===== config.mk =====
export PLATFORM = sky130hd
export DESIGN_NAME = hcr_mode_tracker
export DESIGN_NICKNAME = d
export VERILOG_FILES = /design/src/rtl/hcr_pkg.sv /design/src/rtl/hcr_decode.sv /design/src/rtl/hcr_state.sv /design/src/rtl/hcr_mode_tracker.sv
export SDC_FILE = /design/constraint.sdc
export NUM_CORES = 1
export LEC_CHECK = 0
export ABC_AREA = 0
export BUFFER_PORTS_ARGS = -buffer_cell sky130_fd_sc_hd__buf_2
export CAP_MARGIN = 20
export CORE_ASPECT_RATIO = 0.75
export CORE_MARGIN = 1.5
export CORE_UTILIZATION = 50
export CTS_CLUSTER_DIAMETER = 30
export CTS_CLUSTER_SIZE = 8
export DETAILED_ROUTE_END_ITERATION = 8
export GPL_ROUTABILITY_DRIVEN = 0
export PLACE_DENSITY = 0.85
export RECOVER_POWER = 100
export SLEW_MARGIN = 20
export SYNTH_ARGS = -nofsm -noshare
export SYNTH_HDL_FRONTEND = slang
export SYNTH_HIERARCHICAL = 1
export SYNTH_SLANG_ARGS = --single-unit

===== constraint.sdc =====
create_clock -name clk -period 4.8 [get_ports clk]
set_input_delay 0.48 -clock clk [delete_from_list [all_inputs] [get_ports clk]]
set_output_delay 0.48 -clock clk [all_outputs]
set_load 0.01 [all_outputs]

===== src/rtl/hcr_pkg.sv =====
package hcr_pkg;
  typedef enum logic [1:0] {
    MODE_CTRL = 2'd0,
    MODE_TEST = 2'd1,
    MODE_DBG  = 2'd2
  } hcr_mode_e;

  typedef enum logic [2:0] {
    K_NONE = 3'd0,
    K_CMD  = 3'd1,
    K_TEST = 3'd2,
    K_DBG  = 3'd3,
    K_HRST = 3'd4,
    K_ERR  = 3'd5
  } hcr_kind_e;

  localparam int unsigned LAYOUT_BIT  = 15;
  localparam int unsigned HRST_BIT    = 14;
  localparam int unsigned DBG_ENTER   = 3;
  localparam int unsigned DBG_LOW_N   = 5;
  localparam int unsigned DBG_SEL_N   = DBG_LOW_N + 1;
  localparam int unsigned DBG_RESUME0 = 3;
endpackage


===== src/rtl/hcr_decode.sv =====
module hcr_decode
  import hcr_pkg::*;
#(
  parameter int unsigned DW     = 16,
  parameter int unsigned CMD_N  = 10,
  parameter int unsigned TEST_N = 11,
  parameter int unsigned IDXW   = $clog2(TEST_N)
) (
  input  hcr_mode_e        mode_i,
  input  logic [DW-1:0]    wdata_i,
  output hcr_kind_e        kind_o,
  output logic [IDXW-1:0]  idx_o,
  output hcr_mode_e        mode_o
);
  logic [CMD_N-1:0]     cmd_f;
  logic [TEST_N-1:0]    test_f;
  logic [DBG_SEL_N-1:0] dbg_f;
  logic [IDXW-1:0]      cmd_ix, test_ix, dbg_ix;

  assign cmd_f  = wdata_i[CMD_N-1:0];
  assign test_f = wdata_i[TEST_N-1:0];
  assign dbg_f  = {wdata_i[LAYOUT_BIT], wdata_i[DBG_LOW_N-1:0]};

  always_comb begin
    cmd_ix = '0;
    for (int i = CMD_N - 1; i >= 0; i--)
      if (cmd_f[i]) cmd_ix = IDXW'(i);
    test_ix = '0;
    for (int i = TEST_N - 1; i >= 0; i--)
      if (test_f[i]) test_ix = IDXW'(i);
    dbg_ix = '0;
    for (int i = DBG_SEL_N - 1; i >= 0; i--)
      if (dbg_f[i]) dbg_ix = IDXW'(i);
  end

  always_comb begin
    kind_o = K_ERR;
    idx_o  = '0;
    mode_o = mode_i;
    if (wdata_i[HRST_BIT]) begin
      kind_o = K_HRST;
      mode_o = MODE_CTRL;
    end else if (mode_i == MODE_DBG) begin
      if ($countones(dbg_f) == 1) begin
        kind_o = K_DBG;
        idx_o  = dbg_ix;
        if (dbg_ix >= IDXW'(DBG_RESUME0)) mode_o = MODE_CTRL;
      end
    end else if (wdata_i[LAYOUT_BIT]) begin
      if ($countones(test_f) == 1) begin
        kind_o = K_TEST;
        idx_o  = test_ix;
        mode_o = MODE_TEST;
      end
    end else begin
      if ($countones(cmd_f) == 1) begin
        kind_o = K_CMD;
        idx_o  = cmd_ix;
        mode_o = (cmd_ix == IDXW'(DBG_ENTER)) ? MODE_DBG : MODE_CTRL;
      end
    end
  end
endmodule


===== src/rtl/hcr_state.sv =====
module hcr_state
  import hcr_pkg::*;
#(
  parameter int unsigned DW     = 16,
  parameter int unsigned TEST_N = 11,
  parameter int unsigned IDXW   = $clog2(TEST_N)
) (
  input  logic              clk,
  input  logic              rst_n,
  input  logic              wr_i,
  input  logic [DW-1:0]     wdata_i,
  input  logic              done_i,
  input  logic [TEST_N-1:0] fail_i,
  input  hcr_kind_e         kind_i,
  input  logic [IDXW-1:0]   idx_i,
  input  hcr_mode_e         dmode_i,
  output hcr_mode_e         mode_q,
  output logic [DW-1:0]     reg_q,
  output logic [DW-1:0]     res_q,
  output logic              cmd_q,
  output logic              test_q,
  output logic              dbg_q,
  output logic              hrst_q,
  output logic              err_q,
  output logic [IDXW-1:0]   idx_q
);
  hcr_mode_e       mode_n;
  logic [DW-1:0]   reg_n, res_n;
  logic            cmd_n, test_n, dbg_n, hrst_n, err_n;
  logic [IDXW-1:0] idx_n;

  always_comb begin
    mode_n = mode_q;
    reg_n  = reg_q;
    res_n  = res_q;
    idx_n  = idx_q;
    cmd_n  = 1'b0;
    test_n = 1'b0;
    dbg_n  = 1'b0;
    hrst_n = 1'b0;
    err_n  = 1'b0;
    if (wr_i) begin
      unique case (kind_i)
        K_HRST: begin
          hrst_n = 1'b1;
          reg_n  = '0;
          res_n  = '0;
          mode_n = MODE_CTRL;
        end
        K_CMD, K_TEST, K_DBG: begin
          cmd_n  = (kind_i == K_CMD);
          test_n = (kind_i == K_TEST);
          dbg_n  = (kind_i == K_DBG);
          idx_n  = idx_i;
          reg_n  = wdata_i;
          mode_n = dmode_i;
        end
        default: err_n = 1'b1;
      endcase
    end else if (done_i) begin
      reg_n = '0;
      if (mode_q == MODE_TEST) begin
        res_n  = {{(DW-TEST_N){1'b0}}, fail_i};
        mode_n = MODE_CTRL;
      end
    end
  end

  always_ff @(posedge clk or negedge rst_n) begin
    if (!rst_n) begin
      mode_q <= MODE_CTRL;
      reg_q  <= '0;
      res_q  <= '0;
      idx_q  <= '0;
      cmd_q  <= 1'b0;
      test_q <= 1'b0;
      dbg_q  <= 1'b0;
      hrst_q <= 1'b0;
      err_q  <= 1'b0;
    end else begin
      mode_q <= mode_n;
      reg_q  <= reg_n;
      res_q  <= res_n;
      idx_q  <= idx_n;
      cmd_q  <= cmd_n;
      test_q <= test_n;
      dbg_q  <= dbg_n;
      hrst_q <= hrst_n;
      err_q  <= err_n;
    end
  end

  // at most one outcome strobe per cycle
  a_r4_one_outcome: assert property (@(posedge clk) disable iff (!rst_n)
    $onehot0({cmd_q, test_q, dbg_q, hrst_q, err_q}));

  // a rejected request leaves the register untouched
  a_r4_err_keeps_reg: assert property (@(posedge clk) disable iff (!rst_n)
    err_q |-> $stable(reg_q));

  // hard reset from any layout
  a_r8_hard_reset: assert property (@(posedge clk) disable iff (!rst_n)
    (wr_i && wdata_i[HRST_BIT]) |=> (hrst_q && reg_q == '0 && mode_q == MODE_CTRL));

  // completion without a write clears the register
  a_r9_done_clears: assert property (@(posedge clk) disable iff (!rst_n)
    (!wr_i && done_i) |=> (reg_q == '0));

  // debug layout is sticky across idle cycles and completions
  a_r5_debug_sticky: assert property (@(posedge clk) disable iff (!rst_n)
    (!wr_i && mode_q == MODE_DBG) |=> (mode_q == MODE_DBG));

  // upper bits of the result word stay zero
  a_r10_result_upper: assert property (@(posedge clk) disable iff (!rst_n)
    (res_q[DW-1:TEST_N] == '0));
endmodule


===== src/rtl/hcr_mode_tracker.sv =====
module hcr_mode_tracker
  import hcr_pkg::*;
#(
  parameter int unsigned DW     = 16,
  parameter int unsigned CMD_N  = 10,
  parameter int unsigned TEST_N = 11,
  parameter int unsigned IDXW   = $clog2(TEST_N)
) (
  input  logic              clk,
  input  logic              rst_n,
  input  logic              host_wr,
  input  logic [DW-1:0]     host_wdata,
  input  logic              local_done,
  input  logic [TEST_N-1:0] fail_map,
  output logic [DW-1:0]     cmd_reg,
  output logic [1:0]        mode,
  output logic              cmd_stb,
  output logic              test_stb,
  output logic              dbg_stb,
  output logic [IDXW-1:0]   op_idx,
  output logic              hard_rst,
  output logic              req_err,
  output logic [DW-1:0]     test_result
);
  hcr_mode_e       cur_mode, dec_mode;
  hcr_kind_e       dec_kind;
  logic [IDXW-1:0] dec_idx;

  hcr_decode #(.DW(DW), .CMD_N(CMD_N), .TEST_N(TEST_N), .IDXW(IDXW)) u_decode (
    .mode_i  (cur_mode),
    .wdata_i (host_wdata),
    .kind_o  (dec_kind),
    .idx_o   (dec_idx),
    .mode_o  (dec_mode)
  );

  hcr_state #(.DW(DW), .TEST_N(TEST_N), .IDXW(IDXW)) u_state (
    .clk     (clk),
    .rst_n   (rst_n),
    .wr_i    (host_wr),
    .wdata_i (host_wdata),
    .done_i  (local_done),
    .fail_i  (fail_map),
    .kind_i  (dec_kind),
    .idx_i   (dec_idx),
    .dmode_i (dec_mode),
    .mode_q  (cur_mode),
    .reg_q   (cmd_reg),
    .res_q   (test_result),
    .cmd_q   (cmd_stb),
    .test_q  (test_stb),
    .dbg_q   (dbg_stb),
    .hrst_q  (hard_rst),
    .err_q   (req_err),
    .idx_q   (op_idx)
  );

  assign mode = cur_mode;
endmodule


==> run metrics, run 1 <==
outcome=finished, violations left; failing checks=capacitance limit, slew limit; num rows=21; Synth Area per Inst=11.7 um^2; multiplexer area fraction after synthesis=9.68%; R2R depth=7; Initial DRC Count=134; Initial Util=52.9%; TNS Setup=0 ns; Via Count=2031; initial antenna violation count=0; die height=63.0 um; critical path data required time=4.98 ns; relative slew slack=-35.2%; LEAKAGE=1.50 nW; Root Driver=clkbuf_8; final period utilization=96.7%; first-pass GRT wire length=10000 um; clk_lat worst skew=0.30 ns; IO Count=74; worst path arrival time=4.83 ns; Yosys reg bits=38; GR Overflow Total=0; number of antenna diodes=0; CP startpoint kind=primary input; Compound-Gate Fraction of Synth Area=18.0%; post-route ant nets=0; Final Slew Violations=39; leading cell type in the layout, fill and taps excluded=clkbuf_1; # Max-Cap Violations=1; Worst-Margin Slew=2.03 ns; ys flop type=dfrtp_1; Setup violations, final=0; die width=83.1 um; critical path peak fanout=16; hold slack final=0.413 ns; largest family of logic cells by synthesized area=compound AO/OA/AOI/OAI gates; clock sink total=38; htree depth=2; post-synth cell types=56; dpl cells=347; Cells after Synth=205; final wirelength=6190 um; CTS tree=yes; post-DP HPWL=4570 um; largest net degree at the start of global routing=39; port bufs=68; warnings from Yosys=6; die area=0.00524 mm^2; Max Root-Sink Buffers=2; routed len/inst=17.4 um; CP Class=primary input to flop; TritonRoute pass-1 iters=5; CP max-delay cell=fa_1; Placement Cell Area=0.00296 mm^2; CP max stage delay=0.58 ns; FFs w/ async S/R, synth=100%; hold crit path type=primary input to flop; RSZ-0062 raised after global routing=no; nets=346; area delta synth->final=27.6%; Cell Area, Synth=0.00240 mm^2; Num CTS Buffers=5; hold path depth=2; critical path endpoint category=flop; Final Non-Filler Cells=356; simple-gate area share of the yosys netlist=14.7%; Post-CTS Repair Setup Buffers=0; global-route usage over all layers=24.5%; number of synthesized flops with an enable pin=0; fmax=0.215 GHz; core area=0.00455 mm^2; detail-routed via count per cell=5.71; Final Instance Area=0.00307 mm^2; register area share after synthesis=39.6%; final hold vios=0; DRC=0; Synth Area in Adders=11.7%; vias in the first global route=1929; fin crit period=4.64 ns; Worst-path clk slew=0.07 ns; Max rail drop VDD=0.251 mV; Most Frequent Cell on Critical Path=buf_4; Clock Skew=0.00743 ns; Synth Area in XOR/XNOR=0.364%; most frequent cells in the layout=39 x clkbuf_1, 38 x dfrtp_1, 29 x buf_2; layout cells sized above 1=34.4%; crit path cell chain=buf_2, fa_1, ha_4, fa_2, inv_1, fa_2, buf_4, fa_1, and3b_1, a41oi_1, o21ai_1, a21boi_4, o21ai_2, nand2b_1, buf_4, nor2b_4, buf_4, a211o_4, a22o_2; P per Cell Area=395 mW/mm^2
[area by class of cell]
class | count | area [um^2]
sequential | 38 | 951
clock buffer | 5 | 68.8
tap | 57 | 71.3
timing repair buffer | 91 | 477
inverter | 15 | 56.3
multi-input combinational | 147 | 1370
clock inverter | 3 | 68.8
fill | 375 | 1480
[kinds of logic after synthesis]
| family | count (synthesis) |
|---|---|
| other | 1 |
| and+or+nand+nor | 59 |
| adders and majority gates | 17 |
| buffers and inverters | 25 |
| DFF | 38 |
| xor gates and xnor gates | 1 |
| AOI/OAI and AO/OA | 48 |
| muxes | 16 |
[per-stage QoR]
| stage | utilization [%] | total power, mW | setup slack (ns) |
|---|---|---|---|
| after floorplan | - | 0.692 | 0.0456 |
| after global placement | 65.1 | 0.854 | -0.0324 |
| after detailed placement | 65.1 | 0.875 | -0.136 |
| after CTS | 68.1 | 1.21 | 0.167 |
| after global routing | 67.5 | 1.28 | 0.00233 |
| final | 67.5 | 1.21 | 0.156 |
[worst max-delay path: cells and delay by family]
family	cells	cell delay (ns)
adder cells (fa/ha/maj)	5	2.07
AND/OR/NAND/NOR	3	0.37
AO/OA/AOI/OAI	6	1.22
buffers and inverters	5	0.68
[synthesized netlist by cell type (2+ instances only)]
master	n	area, um^2
mux2_2	2	22.5
and2b_2	3	26.3
nand3_1	4	20.0
buf_4	6	45.0
a22o_1	10	87.6
o31ai_1	2	15.0
buf_6	2	22.5
nor4_1	2	12.5
nand2_1	5	18.8
nor3_1	4	20.0
o21ai_0	3	15.0
a22o_2	6	60.1
dfrtp_1	38	951
nand2b_1	4	25.0
a21oi_1	4	20.0
mux2_4	14	210
o211a_1	2	20.0
a211oi_1	4	30.0
fa_1	9	180
inv_1	15	56.3
nor2b_1	10	62.6
ha_1	8	100
nor2_1	15	56.3
[sequential cells by signal (all words and copies together), names as in the netlist]
signal and cells:
u_state/reg_q 16, u_state/res_q 11, u_state/idx_q 4, u_state/mode_q 2, u_state/cmd_q 1, u_state/dbg_q 1, u_state/err_q 1, u_state/hrst_q 1
u_state/test_q 1
[worst paths after layout]
| check | startpoint | end | slack, ns |
|---|---|---|---|
| setup / recovery | host_wdata[3] | u_state/reg_q[13] | 0.16 |
| hold / removal | host_wdata[12] | u_state/reg_q[12] | 0.41 |
| setup reg to reg | u_state/mode_q[1] | u_state/reg_q[13] | 2.19 |
| hold reg to reg | u_state/idx_q[2] | u_state/idx_q[2] | 0.50 |
| max in group asynchronous | rst_n | u_state/reg_q[6] | 2.89 |
| min in group asynchronous | rst_n | u_state/res_q[4] | 0.75 |
[timing repair]
| action | 4_1_cts | 5_1_grt |
|---|---|---|
| resized for setup | 0 | 3 |
| endpoints found under the hold margin | 0 | 0 |
| hold buffers | 0 | 0 |
| endpoints found under the setup margin | 0 | 18 |
[where the power goes]
group / internal [mW] / leakage, nW / switching [mW]
Combinational: 0.236 / 0.914 / 0.250
Clock: 0.208 / 0.0683 / 0.122
Sequential: 0.365 / 0.516 / 0.0297
Total: 0.809 / 1.50 / 0.402
[per-layer routing]
| metal | global-route usage, % | vias to the layer above | wire, um |
|---|---|---|---|
| li1 | - | 920 | - |
| met4 | 7.08 | 0 | 59 |
| met1 | 36.0 | 1008 | 2860 |
| met3 | 4.76 | 8 | 422 |
| met2 | 36.8 | 95 | 2850 |
| met5 | 0 | - | 0 |
(Power assumes the default switching activity.)
==> inputs of run 2 (changes only) <==
--- a/config.mk
+++ b/config.mk
@@ -10,12 +10,13 @@
 export CAP_MARGIN = 20
 export CORE_ASPECT_RATIO = 0.75
 export CORE_MARGIN = 1.5
-export CORE_UTILIZATION = 50
+export CORE_UTILIZATION = 46
 export CTS_CLUSTER_DIAMETER = 30
 export CTS_CLUSTER_SIZE = 8
 export DETAILED_ROUTE_END_ITERATION = 8
 export GPL_ROUTABILITY_DRIVEN = 0
-export PLACE_DENSITY = 0.85
+export HOLD_SLACK_MARGIN = 0.1
+export PLACE_DENSITY = 0.83
 export RECOVER_POWER = 100
 export SLEW_MARGIN = 20
 export SYNTH_ARGS = -nofsm -noshare
==> constraint.sdc (replaced) <==
create_clock -name clk -period 4.18 [get_ports clk]
set_input_delay 0.418 -clock clk [delete_from_list [all_inputs] [get_ports clk]]
set_output_delay 0.418 -clock clk [all_outputs]
set_load 0.01 [all_outputs]
==> run metrics, run 2 (synthesis results as in run 1) <==
die area=0.00567 mm^2 (+8.3%); Top reg by flops=u_state/reg_q; final wirelength=6380 um (+3.0%); die height=65.6 um (+4.1%); crit path cell chain=buf_8, fa_1, ha_4, fa_2, inv_2, fa_2, fa_2, a211oi_2, nand3_1, a311o_2, a21boi_4, o21ai_2, nand2b_1, and4bb_4, a31oi_4, clkbuf_16, mux2_4; GR Overflow Total=0 (unchanged); CP startpoint kind=primary input; TritonRoute pass-1 iters=5 (unchanged); final period utilization=108%; RSZ-0062 raised after global routing=yes; clk_lat worst skew=0.29 ns (about the same); critical path peak fanout=5 (-11); max reg flops=16 (unchanged); CP max stage delay=0.58 ns (about the same); Max rail drop VDD=0.176 mV (-30%); DRC=0 (unchanged); Regs by FF count=u_state/reg_q (16), u_state/res_q (11), u_state/idx_q (4); CP max-delay cell=fa_1; htree depth=2 (unchanged); Setup violations, final=37 (+37); final hold vios=0 (unchanged); Final Slew Violations=39 (unchanged); LEAKAGE=1.59 nW (+5.9%); TNS Setup=-8.85 ns (-8.85 ns); Sequential Area=951 um^2 (unchanged); CTS tree=yes; most frequent cells in the layout=39 x clkbuf_1, 38 x dfrtp_1, 35 x buf_4; fin crit period=4.50 ns; Setup WS post-layout=-0.324 ns (-0.480 ns); Worst-path clk slew=0.07 ns (about the same); Final Instance Area=0.00327 mm^2 (+6.5%); Via Count=2131 (+4.9%); critical path data required time=4.36 ns (-0.62 ns); core area=0.00495 mm^2 (+9.0%); area of the multi-input gates=0.00145 mm^2 (+5.6%); worst path arrival time=4.69 ns (-0.14 ns); Worst-Margin Slew=1.91 ns (-0.115 ns); # Max-Cap Violations=1 (unchanged); layout cells sized above 1=40.8% (+6.4 points); port bufs=68 (unchanged); global-route usage over all layers=23.9% (-0.55 points); Clock Skew=0.00302 ns (-0.00441 ns); initial antenna violation count=0 (unchanged); Num CTS Buffers=5 (unchanged); routed len/inst=17.0 um (-2.4%); IO Count=74 (unchanged); detail-routed via count per cell=5.67 (-0.66%); hold buffer count at cts=0 (unchanged); fmax=0.222 GHz; area delta synth->final=35.9%; Root Driver=clkbuf_8; P per Cell Area=413 mW/mm^2 (+4.6%); hold crit path type=primary input to flop; nets=363 (+4.9%); failing checks=capacitance limit, slew limit, setup timing; largest net degree at the start of global routing=39 (unchanged); Placement Cell Area=0.00304 mm^2 (+2.7%); leading cell type in the layout, fill and taps excluded=clkbuf_1; number of antenna diodes=0 (unchanged); post-route ant nets=0 (unchanged); outcome=finished, violations left; Initial Util=48.5% (-4.4 points); CP Class=primary input to flop; Max Root-Sink Buffers=2 (unchanged); vias in the first global route=2003 (+3.8%); critical path endpoint category=flop; Fill cells=404 (+7.7%); relative slew slack=-27.6% (+7.7 points); Tot Pwr=1.35 mW (+11%); first-pass GRT wire length=10300 um (+2.5%); clock sink total=38 (unchanged); num rows=22 (+4.8%); Initial DRC Count=274 (+100%); Most Frequent Cell on Critical Path=fa_2; die width=86.5 um (+4.1%); hold slack final=0.344 ns (-0.0688 ns); post-DP HPWL=4460 um (-2.4%)
[run 2: cell types whose count changed in the layout (fill, tap and decap cells not counted), sizes merged]
| cell | change |
|---|---|
| a211o | +1 |
| buf | +15 |
| bufinv | -2 |
| clkbuf | +2 |
| clkinvlp | +1 |
[run 2: report_power, final]
part / internal (mW) / total (mW) / switching, mW
Sequential: 0.419 / 0.451 / 0.0319
Combinational: 0.327 / 0.637 / 0.309
Clock: 0.132 / 0.262 / 0.129
Total: 0.879 / 1.35 / 0.470
[run 2: worst paths after layout]
check	from	endpoint	slack [ns]	cells after the start
hold / removal	host_wdata[12]	u_state/reg_q[12]	0.34	2
setup / recovery	host_wdata[0]	u_state/res_q[1]	-0.32	17
hold reg to reg	u_state/reg_q[0]	u_state/reg_q[0]	0.50	1
max in group asynchronous	rst_n	u_state/reg_q[10]	2.44	1
setup reg to reg	u_state/mode_q[0]	u_state/res_q[1]	1.53	8
min in group asynchronous	rst_n	u_state/err_q	0.64	1
[run 2: area by class of cell]
type | instances | share of cell area, %
Clock buffer | 6 | 2.53
Clock inverter | 2 | 0.383
Inverter | 15 | 1.72
Multi-Input combinational cell | 148 | 44.4
Sequential cell | 38 | 29.1
Tap cell | 60 | 2.30
Timing Repair Buffer | 107 | 19.5
[run 2: critical path: cells and delay by family]
family	cells	cell delay (ns)
buffers and inverters	3	0.36
muxes	1	0.29
and+or+nand+nor	3	0.46
AOI/OAI and AO/OA	5	1.14
adders and majority gates	5	2.02
[run 2: metal layers]
| layer | routed length [um] | GRT usage, % | up-vias |
|---|---|---|---|
| met5 | 0 | 0 | - |
| met2 | 2770 | 34.8 | 105 |
| met3 | 487 | 4.15 | 19 |
| li1 | - | - | 959 |
| met4 | 141 | 8.67 | 0 |
| met1 | 2980 | 35.7 | 1048 |
[run 2: per-stage QoR]
stage	cells	utilization, %	worst slack, ns
finish	376	65.9	-0.324
global route	376	65.9	-0.465
CTS	376	66.6	-0.301
detailed placement	358	61.3	-0.660
global placement	358	61.3	-0.556
floorplan	209	-	-0.485
[run 2: timing repair]
action	in CTS	in global routing
resized for setup	17	5
pin swaps	11	1
setup endpoints to repair	36	37
buffers inserted	7	0
cloned	3	0
